## src/rtl/strap_pkg.sv

```systemverilog
package strap_pkg;

  typedef enum logic [1:0] {
    ST_SAMPLE = 2'd0,
    ST_HOLD   = 2'd1,
    ST_RUN    = 2'd2
  } strapStateT;

  typedef struct packed {
    logic capture;
    logic holdLow;
    logic runEn;
  } strapStrobeT;

endpackage

```

## src/rtl/strap_ctrl.sv

```systemverilog
module strap_ctrl
  import strap_pkg::*;
#(
  parameter int WINDOW_CYCLES = 100000,
  parameter int HOLD_CYCLES   = 8
) (
  input  logic        clk,
  input  logic        pwrGood,
  output strapStrobeT strb
);

  localparam int WIN_W  = $clog2(WINDOW_CYCLES + 1);
  localparam int HOLD_W = $clog2(HOLD_CYCLES + 1);
  localparam logic [WIN_W-1:0]  WIN_LAST  = WIN_W'(WINDOW_CYCLES - 1);
  localparam logic [HOLD_W-1:0] HOLD_LAST = HOLD_W'(HOLD_CYCLES - 1);

  strapStateT        state;
  logic [WIN_W-1:0]  winCnt;
  logic [HOLD_W-1:0] holdCnt;

  always_ff @(posedge clk or negedge pwrGood) begin
    if (!pwrGood) begin
      state   <= ST_SAMPLE;
      winCnt  <= '0;
      holdCnt <= '0;
    end else begin
      case (state)
        ST_SAMPLE: begin
          if (winCnt == WIN_LAST) state <= ST_HOLD;
          else                    winCnt <= winCnt + 1'b1;
        end
        ST_HOLD: begin
          if (holdCnt == HOLD_LAST) state <= ST_RUN;
          else                      holdCnt <= holdCnt + 1'b1;
        end
        default: state <= ST_RUN;
      endcase
    end
  end

  always_comb begin
    strb.capture = (state == ST_SAMPLE) && (winCnt == WIN_LAST);
    strb.holdLow = (state == ST_HOLD);
    strb.runEn   = (state == ST_RUN);
  end

  // the capture strobe fires once and is followed by the hold phase
  p_single_capture_r4: assert property (@(posedge clk) disable iff (!pwrGood)
    strb.capture |=> (!strb.capture && state == ST_HOLD));

  // the run phase, once reached, is kept until power-good drops
  p_run_sticky_r7: assert property (@(posedge clk) disable iff (!pwrGood)
    (state == ST_RUN) |=> (state == ST_RUN));

  // hold phase only ever leads to run
  p_hold_exit_r5: assert property (@(posedge clk) disable iff (!pwrGood)
    (state == ST_HOLD) |=> (state == ST_HOLD || state == ST_RUN));

endmodule

```

## src/rtl/strap_datapath.sv

```systemverilog
module strap_datapath
  import strap_pkg::*;
#(
  parameter int NUM_PADS    = 5,
  parameter int SYNC_STAGES = 2
) (
  input  logic                clk,
  input  logic                pwrGood,
  input  strapStrobeT         strb,
  input  logic [NUM_PADS-1:0] padIn,
  input  logic [NUM_PADS-1:0] clkSrc,
  output logic [NUM_PADS-1:0] padOe,
  output logic [NUM_PADS-1:0] padOut,
  output logic [NUM_PADS-1:0] strapWord,
  output logic                strapValid
);

  logic [NUM_PADS-1:0] syncQ [SYNC_STAGES];
  logic [NUM_PADS-1:0] clkGate;

  always_ff @(posedge clk or negedge pwrGood) begin
    if (!pwrGood) begin
      for (int s = 0; s < SYNC_STAGES; s++) syncQ[s] <= '0;
    end else begin
      syncQ[0] <= padIn;
      for (int s = 1; s < SYNC_STAGES; s++) syncQ[s] <= syncQ[s-1];
    end
  end

  always_ff @(posedge clk or negedge pwrGood) begin
    if (!pwrGood) begin
      strapWord  <= '0;
      strapValid <= 1'b0;
    end else if (strb.capture) begin
      strapWord  <= syncQ[SYNC_STAGES-1];
      strapValid <= 1'b1;
    end
  end

  assign padOe = {NUM_PADS{strb.holdLow | strb.runEn}};

  for (genvar i = 0; i < NUM_PADS; i++) begin : g_pad
    always_ff @(posedge clk or negedge pwrGood) begin
      if (!pwrGood)                      clkGate[i] <= 1'b0;
      else if (strb.runEn && !clkSrc[i]) clkGate[i] <= 1'b1;
    end

    assign padOut[i] = strb.runEn & clkGate[i] & clkSrc[i];

    // a pad's clock path opens only after its source was seen low
    p_arm_low_r6: assert property (@(posedge clk) disable iff (!pwrGood)
      $rose(clkGate[i]) |-> !$past(clkSrc[i]));
  end

  // no pad is driven before the word is captured
  p_window_quiet_r2: assert property (@(posedge clk) disable iff (!pwrGood)
    !strapValid |-> (padOe == '0));

  // the capture edge opens the drivers with low data
  p_hold_low_r5: assert property (@(posedge clk) disable iff (!pwrGood)
    $rose(strapValid) |-> (padOe == '1 && padOut == '0));

  // captured word is frozen once valid
  p_word_frozen_r4: assert property (@(posedge clk) disable iff (!pwrGood)
    strapValid |=> $stable(strapWord));

  // valid flag is sticky
  p_valid_sticky_r7: assert property (@(posedge clk) disable iff (!pwrGood)
    strapValid |=> strapValid);

endmodule

```

## src/rtl/strap_sampler.sv

```systemverilog
module strap_sampler
  import strap_pkg::*;
#(
  parameter int NUM_PADS      = 5,
  parameter int WINDOW_CYCLES = 100000,
  parameter int HOLD_CYCLES   = 8,
  parameter int SYNC_STAGES   = 2
) (
  input  logic                clk,
  input  logic                pwrGood,
  input  logic [NUM_PADS-1:0] padIn,
  input  logic [NUM_PADS-1:0] clkSrc,
  output logic [NUM_PADS-1:0] padOe,
  output logic [NUM_PADS-1:0] padOut,
  output logic [NUM_PADS-1:0] strapWord,
  output logic                strapValid
);

  strapStrobeT strb;

  strap_ctrl #(
    .WINDOW_CYCLES(WINDOW_CYCLES),
    .HOLD_CYCLES  (HOLD_CYCLES)
  ) u_ctrl (
    .clk    (clk),
    .pwrGood(pwrGood),
    .strb   (strb)
  );

  strap_datapath #(
    .NUM_PADS   (NUM_PADS),
    .SYNC_STAGES(SYNC_STAGES)
  ) u_dp (
    .clk       (clk),
    .pwrGood   (pwrGood),
    .strb      (strb),
    .padIn     (padIn),
    .clkSrc    (clkSrc),
    .padOe     (padOe),
    .padOut    (padOut),
    .strapWord (strapWord),
    .strapValid(strapValid)
  );

endmodule

```

## config.mk

```make
export PLATFORM = sky130hd
export DESIGN_NAME = strap_sampler
export DESIGN_NICKNAME = d
export VERILOG_FILES = /design/src/rtl/strap_pkg.sv /design/src/rtl/strap_ctrl.sv /design/src/rtl/strap_datapath.sv /design/src/rtl/strap_sampler.sv
export SDC_FILE = /design/constraint.sdc
export NUM_CORES = 1
export LEC_CHECK = 0
export ABC_AREA = 1
export BUFFER_PORTS_ARGS = -buffer_cell sky130_fd_sc_hd__buf_2
export CAP_MARGIN = 30
export CORE_UTILIZATION = 25
export CTS_CLUSTER_DIAMETER = 50
export DETAILED_ROUTE_END_ITERATION = 10
export GPL_ROUTABILITY_DRIVEN = 0
export GPL_TIMING_DRIVEN = 0
export PLACE_DENSITY_LB_ADDON = 0.1
export SETUP_SLACK_MARGIN = 0.05
export SYNTH_ARGS = -nofsm -noshare
export SYNTH_HDL_FRONTEND = slang
export SYNTH_SLANG_ARGS = --single-unit
```

## constraint.sdc

```tcl
create_clock -name clk -period 2.45 [get_ports clk]
set_input_delay 0.3675 -clock clk [delete_from_list [all_inputs] [get_ports clk]]
set_output_delay 0.3675 -clock clk [all_outputs]
set_load 0.005 [all_outputs]
```

==> results of run 1 <==
worst max-delay path: stages (launching register included):
cell and delay [ps]:
dfrtp_1 390, inv_1 70, ha_1 360, buf_4 150, buf_2 120
per-layer routing:
metal | part of all wire [%] | routed length (um) | GRT usage (%) | vias to the layer above
li1 | - | - | - | 900
met1 | 48 | 2305 | 15.53 | 820
met2 | 48 | 2306 | 19.29 | 22
met3 | 2.9 | 138 | 2.370 | 7
met4 | 1.8 | 86 | 4.726 | 0
met5 | 0 | 0 | 0 | -
power breakdown:
part           switching [W]  total [W]  internal [W]
combinational      0.0000178  0.0000282     0.0000104
sequential        0.00000174   0.000735      0.000734
clock               0.000283   0.000591      0.000308
total               0.000303    0.00135       0.00105
synthesized netlist by cell type:
master	instances
buf_2	1
buf_4	4
buf_6	2
clkbuf_2	1
clkbuf_8	1
dfrtp_1	44
ha_1	5
inv_1	30
inv_2	2
inv_4	1
nand2_1	105
nand2_4	1
nand3_1	13
nand3_2	2
nand4_1	7
nor2_1	27
nor2_2	2
nor3_1	1
o21ai_0	8
o21ai_1	1
xnor2_1	5
xor2_1	10
path summary, 6_finish.rpt:
path                                         startpoint                             to  slack [ps]  depth (start not counted)
max                         u_ctrl.state[0]$_DFFE_PN0P_                       padOe[4]         690                          4
max reg2reg                u_ctrl.winCnt[0]$_DFFE_PN0P_  u_dp.strapWord[4]$_DFFE_PN0P_         810                          7
max in group asynchronous                       pwrGood        u_dp.syncQ[9]$_DFF_PN0_        1500                          3
min in group asynchronous                       pwrGood   u_ctrl.winCnt[3]$_DFFE_PN0P_         470                          2
min reg2reg                     u_dp.syncQ[5]$_DFF_PN0_        u_dp.syncQ[0]$_DFF_PN0_         350                          0
min                                            padIn[1]        u_dp.syncQ[6]$_DFF_PN0_         170                          1
sequential cells by signal, indices dropped and copies added, names as in the netlist:
register,count
u_ctrl.holdCnt,4
u_ctrl.winCnt,17
u_dp.syncQ,10
u_dp.strapWord,5
u_dp.clkGate,5
u_ctrl.state,2
u_dp.strapValid,1
logic make-up after synthesis:
kind of cell | after synthesis | synth area share [%]
XOR/XNOR | 15 | 5.983
buffers and inverters | 42 | 9.231
adder cells (fa/ha/maj) | 5 | 2.849
flip-flops | 44 | 50.14
AO/OA/AOI/OAI | 9 | 2.051
AND/OR/NAND/NOR | 158 | 29.74
layout make-up:
class,count,area (um^2)
repair buffers,29,165.2
clock buffers,5,68.82
multi-input cells,187,892.1
clock inverters,3,46.29
flip-flops and latches,44,1101
fillers,914,5733
inverters,33,126.4
plain buffers,9,76.32
well taps,105,131.4
what timing repair did:
action / CTS / global route
resized for setup: 0 / 0
hold buffers: 1 / 0
endpoints found under the setup margin: 0 / 0
endpoints found under the hold margin: 10 / 0
stage by stage:
stage           power, W  std cells
2_1_floorplan  0.0007499        273
5_1_grt         0.001418        415
3_3_place_gp   0.0007752        405
6_report        0.001354        415
3_5_place_dp   0.0007796        406
4_1_cts         0.001383        415
==> summary.txt, run 1 <==
Crit Path Max Fanout - 5
Final worst slack - 689.1 ps
Post-Synthesis Cell Area - 0.002196 mm^2
Final core occ - 31.26%
Crit path required time - 2080 ps
Worst hold slack - 165.2 ps
Routed wire length - 4837 um
Pre-CTS setup slack - 822.8 ps
Placed inst area - 0.002482 mm^2
Fin. Hold Viols - 0
Post-Syn Area per Cell - 8.043 um^2
CP arrival - 1390 ps
Yosys top cell by area - dfrtp_1
Total die area - 0.009162 mm^2
Pin count of the biggest net entering global routing - 35
Max Cap Viol - 0
DRC viols - 0
Avg WL per Cell - 11.66 um
Skew-Pair Late Insertion Delay - 300 ps
Worst VDD drop - 0.2135 mV
RSZ-0062 raised after global routing - false
H-tree levels - 2
Most common cell after layout, fill and taps aside - nand2_1
Crit start category - flop
Row count - 33
IO Port Bufs - 27
Layout cells sized above 1 - 17.10%
Drt pass-1 iters - 4
Cell area after layout - 0.002608 mm^2
Sequential share of the synthesized area - 50.14%
Syn_nets - 290
Post-synthesis register bit count - 44
Outcome - completed
Slew @ Worst Pin - 413.5 ps
Slew Limit Fails - 0
Initial antenna violation count - 0
Avg Vias per Cell - 4.214
Num ports - 28
Core region area - 0.008341 mm^2
Root Driver - clkbuf_8
Final setup vio count - 0
Max Root-Sink Buffers - 2
Critical Path End Type - output port
Slew margin rel. - 72.33%
Post-CTS setup buffers - 0
CTS sink count - 44
Setup TNS - 0 ps
Layout Area Growth over Synthesis - 18.75%
Die Span Y - 95.72 um
Total number of vias - 1749
Synth cell types - 22
Most frequent cells in the layout - nand2_1, dfrtp_1, inv_1
Minimum clock period - 1761 ps
Area fraction of the dominant cell type after synthesis - 50.14%
Lkg Pwr - 1.342 nW
First-pass GRT wire length - 8217 um
N_diodes - 0
Initial Util - 26.33%
Area contributors post-synth - dfrtp_1, nand2_1, inv_1
Initial DRC count - 78
PD cells - 519.5 mW/mm^2
Clock skew - 10.97 ps
Vias in the first global route - 1675
CTS Buf Count - 5
Worst-path clk slew - 100 ps
Nets - 326
Hpwl dp - 3463 um
Worst setup path category - reg2out
Horiz. Die Dim - 95.72 um
Class of the worst hold path - in2reg
Yosys warns - 0
CTS tree - built
Antenna Nets Post-Route - 0
GR Overflow Total - 0
Post-Syn Instances - 273
Total GRT Usage - 11.89%
Final period util - 71.87%
Fmax achieved - 0.5679 GHz
(Power assumes the default switching activity.)
==> run 2: changes to the inputs <==
--- a/config.mk
+++ b/config.mk
@@ -5,7 +5,7 @@
 export SDC_FILE = /design/constraint.sdc
 export NUM_CORES = 1
 export LEC_CHECK = 0
-export ABC_AREA = 1
+export ABC_AREA = 0
 export BUFFER_PORTS_ARGS = -buffer_cell sky130_fd_sc_hd__buf_2
 export CAP_MARGIN = 30
 export CORE_UTILIZATION = 25
==> constraint.sdc (replaced) <==
create_clock -name clk -period 1.7 [get_ports clk]
set_input_delay 0.255 -clock clk [delete_from_list [all_inputs] [get_ports clk]]
set_output_delay 0.255 -clock clk [all_outputs]
set_load 0.005 [all_outputs]
==> run 2 against run 1 <==
- the flow now finishes with violations (setup timing)
- sequential power increased by 44%
- first-iteration DRC count decreased by 65%
- worst hold slack got worse by 100 ps
- register-to-register slack got worse by 920 ps
- critical path type is now reg2reg
- largest cell class unchanged
- highest routed layer unchanged
==> summary.txt, run 2 <==
Ys flop type - dfrtp_1
RR Startpoint - u_ctrl.winCnt[6]$_DFFE_PN0P_
Pre-CTS setup slack - -297.6 ps (-1120 ps)
Vias in the first global route - 1191 (-29%)
Dpl cells - 263 (-35%)
Worst VDD drop - 0.3928 mV (+84%)
Reg-to-reg critical path endpoint - u_ctrl.winCnt[1]$_DFFE_PN0P_
Final worst slack - -112.0 ps (-801.1 ps)
Post-Syn Area per Cell - 12.95 um^2 (+61%)
Yosys top cell by area - dfrtp_1
Initial antenna violation count - 0 (unchanged)
Crit path required time - 1880 ps (-200 ps)
CTS sink count - 44 (unchanged)
Max reg flops - 17 (unchanged)
Worst setup path category - reg2reg
Final setup vio count - 12 (+12)
Most frequent cells in the layout - dfrtp_1, buf_2, buf_4
Slew @ Worst Pin - 353.2 ps (-60.28 ps)
Minimum clock period - 1812 ps
Yosys warns - 0 (unchanged)
Die Span Y - 87.16 um (-8.9%)
Simple-gate share of the synthesized area - 13.32% (-16 points)
Critical Path End Type - flop
Total number of vias - 1185 (-32%)
Compound-Gate Fraction of Synth Area - 4.624% (+2.6 points)
Nets - 204 (-37%)
Class of the worst hold path - in2reg
Setup TNS - -583.5 ps (-583.5 ps)
Drt pass-1 iters - 6 (+2)
Critical path origin - u_ctrl.winCnt[6]$_DFFE_PN0P_
Slew margin rel. - 76.38% (+4.0 points)
Top Registers - u_ctrl.winCnt (17), u_dp.syncQ (10)
Critical Path End - u_ctrl.winCnt[1]$_DFFE_PN0P_
Final core occ - 34.93% (+3.7 points)
Outcome - finished with violations
Initial DRC count - 27 (-65%)
Post-synthesis register bit count - 44 (unchanged)
Lkg Pwr - 1.330 nW (-0.94%)
Slew Limit Fails - 0 (unchanged)
Max Root-Sink Buffers - 2 (unchanged)
N_diodes - 0 (unchanged)
Post-Synthesis Cell Area - 0.001813 mm^2 (-17%)
Crit start category - flop
Total die area - 0.007597 mm^2 (-17%)
Horiz. Die Dim - 87.16 um (-8.9%)
Largest family of logic cells by synthesized area - simple AND/OR/NAND/NOR gates
Area contributors post-synth - dfrtp_1, xor2_1, xnor2_1
Fmax achieved - 0.5519 GHz
CTS tree - built
CP arrival - 1990 ps (+600 ps)
Most flops, register - u_ctrl.winCnt
First-pass GRT wire length - 5547 um (-32%)
Max Cap Viol - 0 (unchanged)
Post-Layout Cell Count - 284 (-32%)
Final period util - 106.6%
Row count - 30 (-9.1%)
Synth cell types - 28 (+27%)
Root Driver - clkbuf_8
Hpwl dp - 2168 um (-37%)
Post-synthesis mux area share - 4.762% (+4.8 points)
Crit Path Max Fanout - 7 (+2)
RSZ-0062 raised after global routing - true
CTS Buf Count - 5 (unchanged)
Area fraction of the dominant cell type after synthesis - 60.73% (+11 points)
DRC viols - 0 (unchanged)
Number of enable flip-flop cells after synthesis - 0 (unchanged)
Worst hold slack - 63.03 ps (-102.2 ps)
H-tree levels - 2 (unchanged)
Layout cells sized above 1 - 40.96% (+24 points)
Cell with the most instances after synthesis - dfrtp_1
Avg Vias per Cell - 4.173 (-0.99%)
Failing checks - setup timing
Sequential share of the synthesized area - 60.73% (+11 points)
Post-synth ARST share - 100.0% (unchanged)
GR Overflow Total - 0 (unchanged)
Worst-path clk slew - 80 ps (-20 ps)
Core region area - 0.006907 mm^2 (-17%)
Post-Syn Instances - 140 (-49%)
Antenna Nets Post-Route - 0 (unchanged)
Initial Util - 26.25% (-0.078 points)
R2R cell count - 4 (-3)
Post-synthesis xor/xnor area fraction - 9.179% (+3.2 points)
Pin count of the biggest net entering global routing - 45 (+29%)
Syn_nets - 157 (-46%)
Adder-cell share of the synthesized area - 3.451% (+0.60 points)
Fin. Hold Viols - 0 (unchanged)
Skew-Pair Late Insertion Delay - 290 ps (about the same)
Synth top cells by count - dfrtp_1, inv_1, xor2_1, xnor2_1, nor2_1
PD cells - 779.7 mW/mm^2 (+50%)
Total GRT Usage - 9.830% (-2.1 points)
R2R Setup Slk - -110 ps (-920 ps)
Routed wire length - 3359 um (-31%)
Layout Area Growth over Synthesis - 33.06%
Fillers - 705 (-23%)
Avg WL per Cell - 11.83 um (+1.5%)
IO Port Bufs - 27 (unchanged)
Clock skew - 6.798 ps (-4.170 ps)
Most common cell after layout, fill and taps aside - dfrtp_1
Num ports - 28 (unchanged)
## run 2: layout make-up
| class | count | area [um^2] | share of cell area [%] |
|---|---|---|---|
| plain buffers | 4 | 30.03 | 1.245 |
| well taps | 96 | 120.1 | 4.979 |
| inverters | 10 | 37.54 | 1.556 |
| multi-input cells | 81 | 753.2 | 31.22 |
| clock buffers | 6 | 72.57 | 3.008 |
| flip-flops and latches | 44 | 1101 | 45.64 |
| repair buffers | 41 | 262.8 | 10.89 |
| clock inverters | 2 | 35.03 | 1.452 |
## run 2: timing repair
| item | CTS | global route |
|---|---|---|
| endpoints found under the setup margin | 26 | 24 |
| resized for setup | 12 | 12 |
| pin swaps | 8 | 5 |
| hold buffers | 0 | 1 |
| hold endpoints to repair | 0 | 7 |
| setup buffers | 10 | 3 |
## run 2: per-stage QoR
step                      total power, W  instance area [um^2]
after floorplan                 0.001083                  1819
after global placement          0.001116                  2074
after detailed placement        0.001119                  2074
after CTS                       0.001910                  2313
after global routing            0.001989                  2412
final                           0.001881                  2412
## run 2: critical path, stage by stage (launching register included)
cell and delay [ps]:
dfrtp_1 410, or4_4 580, o41ai_4 230, buf_6 180, mux2_4 300
## run 2: worst min path at each step
stage / cells after the start / startpoint / slack, ps / to
global placement: 0 / u_dp.syncQ[9]$_DFF_PN0_ / 330 / u_dp.syncQ[4]$_DFF_PN0_
finish: 1 / padIn[4] / 60 / u_dp.syncQ[9]$_DFF_PN0_
global route: 1 / padIn[3] / 30 / u_dp.syncQ[8]$_DFF_PN0_
floorplan: 0 / pwrGood / -40 / u_ctrl.holdCnt[0]$_DFFE_PN0P_
detailed placement: 0 / u_dp.syncQ[6]$_DFF_PN0_ / 330 / u_dp.syncQ[1]$_DFF_PN0_
CTS: 1 / padIn[3] / 50 / u_dp.syncQ[8]$_DFF_PN0_
## run 2: power breakdown
group          internal [W]   total, W  switching [W]
logic             0.0000160  0.0000426      0.0000266
clock network      0.000436   0.000778       0.000342
registers           0.00106    0.00106     0.00000263
total               0.00151    0.00188       0.000371
## run 2: metal layers
metal / wire length [um] / vias up / track usage [%]
met5: 0 / - / 0
met1: 1456 / 577 / 11.39
met2: 1645 / 29 / 15.68
met4: 89 / 0 / 4.620
met3: 168 / 9 / 4.265
li1: - / 570 / -
## run 2: logic make-up (layout without fill, tap and decap cells)
family,after synthesis,in the layout
multiplexers,7,7
AND/OR/NAND/NOR,41,41
adder cells (fa/ha/maj),5,5
flip-flops,44,44
XOR/XNOR,19,19
buffers and inverters,15,63
AO/OA/AOI/OAI,9,9
==> run 3: changes to the inputs <==
--- a/config.mk
+++ b/config.mk
@@ -5,9 +5,11 @@
 export SDC_FILE = /design/constraint.sdc
 export NUM_CORES = 1
 export LEC_CHECK = 0
-export ABC_AREA = 0
+export ABC_AREA = 1
 export BUFFER_PORTS_ARGS = -buffer_cell sky130_fd_sc_hd__buf_2
 export CAP_MARGIN = 30
+export CELL_PAD_IN_SITES_DETAIL_PLACEMENT = 0
+export CELL_PAD_IN_SITES_GLOBAL_PLACEMENT = 1
 export CORE_UTILIZATION = 25
 export CTS_CLUSTER_DIAMETER = 50
 export DETAILED_ROUTE_END_ITERATION = 10
==> run 3 against run 2 <==
- the run now ends clean
- final cell count grew 47%
- fmax increased by 12%
- register-to-register slack gained 320 ps
- combinational power fell by 6.8%
- sequential share of layout area down 4.1 points
- critical endpoint is now padOe[2]
- total power up 5.4%
==> summary.txt, run 3 (same netlist as run 1, synthesis figures left out) <==
Initial antenna violation count - 0 (unchanged)
Top Registers - u_ctrl.winCnt (17), u_dp.syncQ (10)
Avg Vias per Cell - 4.125 (-1.1%)
Most flops, register - u_ctrl.winCnt
RSZ-0062 raised after global routing - true
Drt pass-1 iters - 4 (-2)
Max Root-Sink Buffers - 2 (unchanged)
Outcome - completed
Antenna Nets Post-Route - 0 (unchanged)
Worst-path clk slew - 90 ps (about the same)
Initial Util - 26.33% (+0.078 points)
Routed wire length - 4899 um (+46%)
Horiz. Die Dim - 95.72 um (+9.8%)
Lkg Pwr - 1.357 nW (+2.1%)
Critical Path End Type - output port
CTS tree - built
Die Span Y - 95.72 um (+9.8%)
Worst setup path category - reg2out
Final period util - 95.04% (-12 points)
PD cells - 747.4 mW/mm^2 (-4.1%)
Final setup vio count - 0 (-12)
Fmax achieved - 0.6190 GHz (+12%)
Root Driver - clkbuf_8
Row count - 33 (+10%)
Slew margin rel. - 79.42% (+3.0 points)
Total number of vias - 1720 (+45%)
Slew @ Worst Pin - 308.7 ps (-44.44 ps)
Crit start category - flop
Slew Limit Fails - 0 (unchanged)
N_diodes - 0 (unchanged)
Crit path required time - 1440 ps (-440 ps)
Avg WL per Cell - 11.75 um (-0.67%)
Max Cap Viol - 0 (unchanged)
Placed inst area - 0.002482 mm^2 (+20%)
Final core occ - 31.79% (-3.1 points)
CTS sink count - 44 (unchanged)
Nets - 328 (+61%)
Crit Path Max Fanout - 5 (-2)
Minimum clock period - 1616 ps (-196.4 ps)
Clock skew - 13.35 ps (+6.553 ps)
Initial DRC count - 70 (+160%)
Fillers - 910 (+29%)
Most common cell after layout, fill and taps aside - nand2_1
CP arrival - 1360 ps (-630 ps)
Core region area - 0.008341 mm^2 (+21%)
Pin count of the biggest net entering global routing - 34 (-24%)
Vias in the first global route - 1683 (+41%)
Cell area after layout - 0.002651 mm^2 (+9.9%)
Worst VDD drop - 0.4218 mV (+7.4%)
Total die area - 0.009162 mm^2 (+21%)
Skew-Pair Late Insertion Delay - 310 ps (+20 ps)
IO Port Bufs - 27 (unchanged)
Layout cells sized above 1 - 19.23% (-22 points)
DRC viols - 0 (unchanged)
First-pass GRT wire length - 8411 um (+52%)
Total GRT Usage - 12.25% (+2.4 points)
H-tree levels - 2 (unchanged)
Class of the worst hold path - in2reg
CTS Buf Count - 5 (unchanged)
Fin. Hold Viols - 0 (unchanged)
Layout Area Growth over Synthesis - 20.74%
Hpwl dp - 3680 um (+70%)
Num ports - 28 (unchanged)
Most frequent cells in the layout - nand2_1, dfrtp_1, inv_1
Max reg flops - 17 (unchanged)
GR Overflow Total - 0 (unchanged)
## run 3: cell count changes in the layout (fill, tap and decap cells not counted), sizes merged, moves of 2 or more
cell	change
clkbuf	+2
o21ai	+9
and4	-2
nand3	+9
mux2	-7
nor2	+22
buf	-7
inv	+23
and3	-5
xnor2	-4
nand4	+2
a21o	-6
nand2	+100
nor4	-3
## run 3: path summary, 6_finish.rpt
path,end,cells after the start,from,slack [ps]
min in group asynchronous,u_ctrl.winCnt[11]$_DFFE_PN0P_,2,pwrGood,360
min,u_dp.syncQ[8]$_DFF_PN0_,1,padIn[3],50
max in group asynchronous,u_dp.syncQ[9]$_DFF_PN0_,3,pwrGood,860
max,padOe[2],4,u_ctrl.state[0]$_DFFE_PN0P_,80
min reg2reg,u_dp.syncQ[4]$_DFF_PN0_,0,u_dp.syncQ[9]$_DFF_PN0_,350
max reg2reg,u_ctrl.winCnt[1]$_DFFE_PN0P_,9,u_ctrl.winCnt[0]$_DFFE_PN0P_,210
## run 3: final cells by class
cell class / count / area (um^2) / area share, %
Inverter: 33 / 126.4 / 4.766
Buffer: 9 / 76.32 / 2.879
Sequential cell: 44 / 1101 / 41.53
Timing Repair Buffer: 31 / 180.2 / 6.796
Tap cell: 105 / 131.4 / 4.955
Clock buffer: 6 / 82.58 / 3.115
Clock inverter: 2 / 38.79 / 1.463
Multi-Input combinational cell: 187 / 914.6 / 34.50
## run 3: worst max-delay path, stage by stage, from the launching register on
cell,delay [ps]
dfrtp_1,380
inv_1,70
ha_1,350
buf_4,150
buf_2,120
## run 3: power breakdown
part | leakage [nW] | total [W] | internal (W) | switching [W]
Combinational | 0.745 | 0.0000397 | 0.0000149 | 0.0000248
Sequential | 0.551 | 0.00106 | 0.00106 | 0.00000365
Clock | 0.0614 | 0.000881 | 0.000481 | 0.000399
Total | 1.36 | 0.00198 | 0.00155 | 0.000428
## run 3: metrics by stage
step	setup slack, ps	power (W)	setup TNS (ps)	cells	hold WS (ps)
floorplan	360.5	0.001081	0	273	-40.59
global placement	6.507	0.001117	0	405	332.9
detailed placement	24.33	0.001123	0	406	164.3
CTS	52.34	0.002021	0	415	39.56
global route	-11.48	0.002066	-27.94	417	38.66
finish	84.40	0.001982	0	417	50.41
## run 3: layer usage
layer | share of wire (%) | GRT usage [%]
met1 | 50 | 16.08
met2 | 46 | 20.00
met3 | 2.5 | 2.370
met4 | 1.6 | 4.478
met5 | 0 | 0
## run 3: timing repair
item	4_1_cts	5_1_grt
endpoints found under the hold margin	11	0
gates resized for setup	2	5
setup endpoints to repair	6	26
cloned	0	0
buffers inserted	0	2
hold buffers	1	0
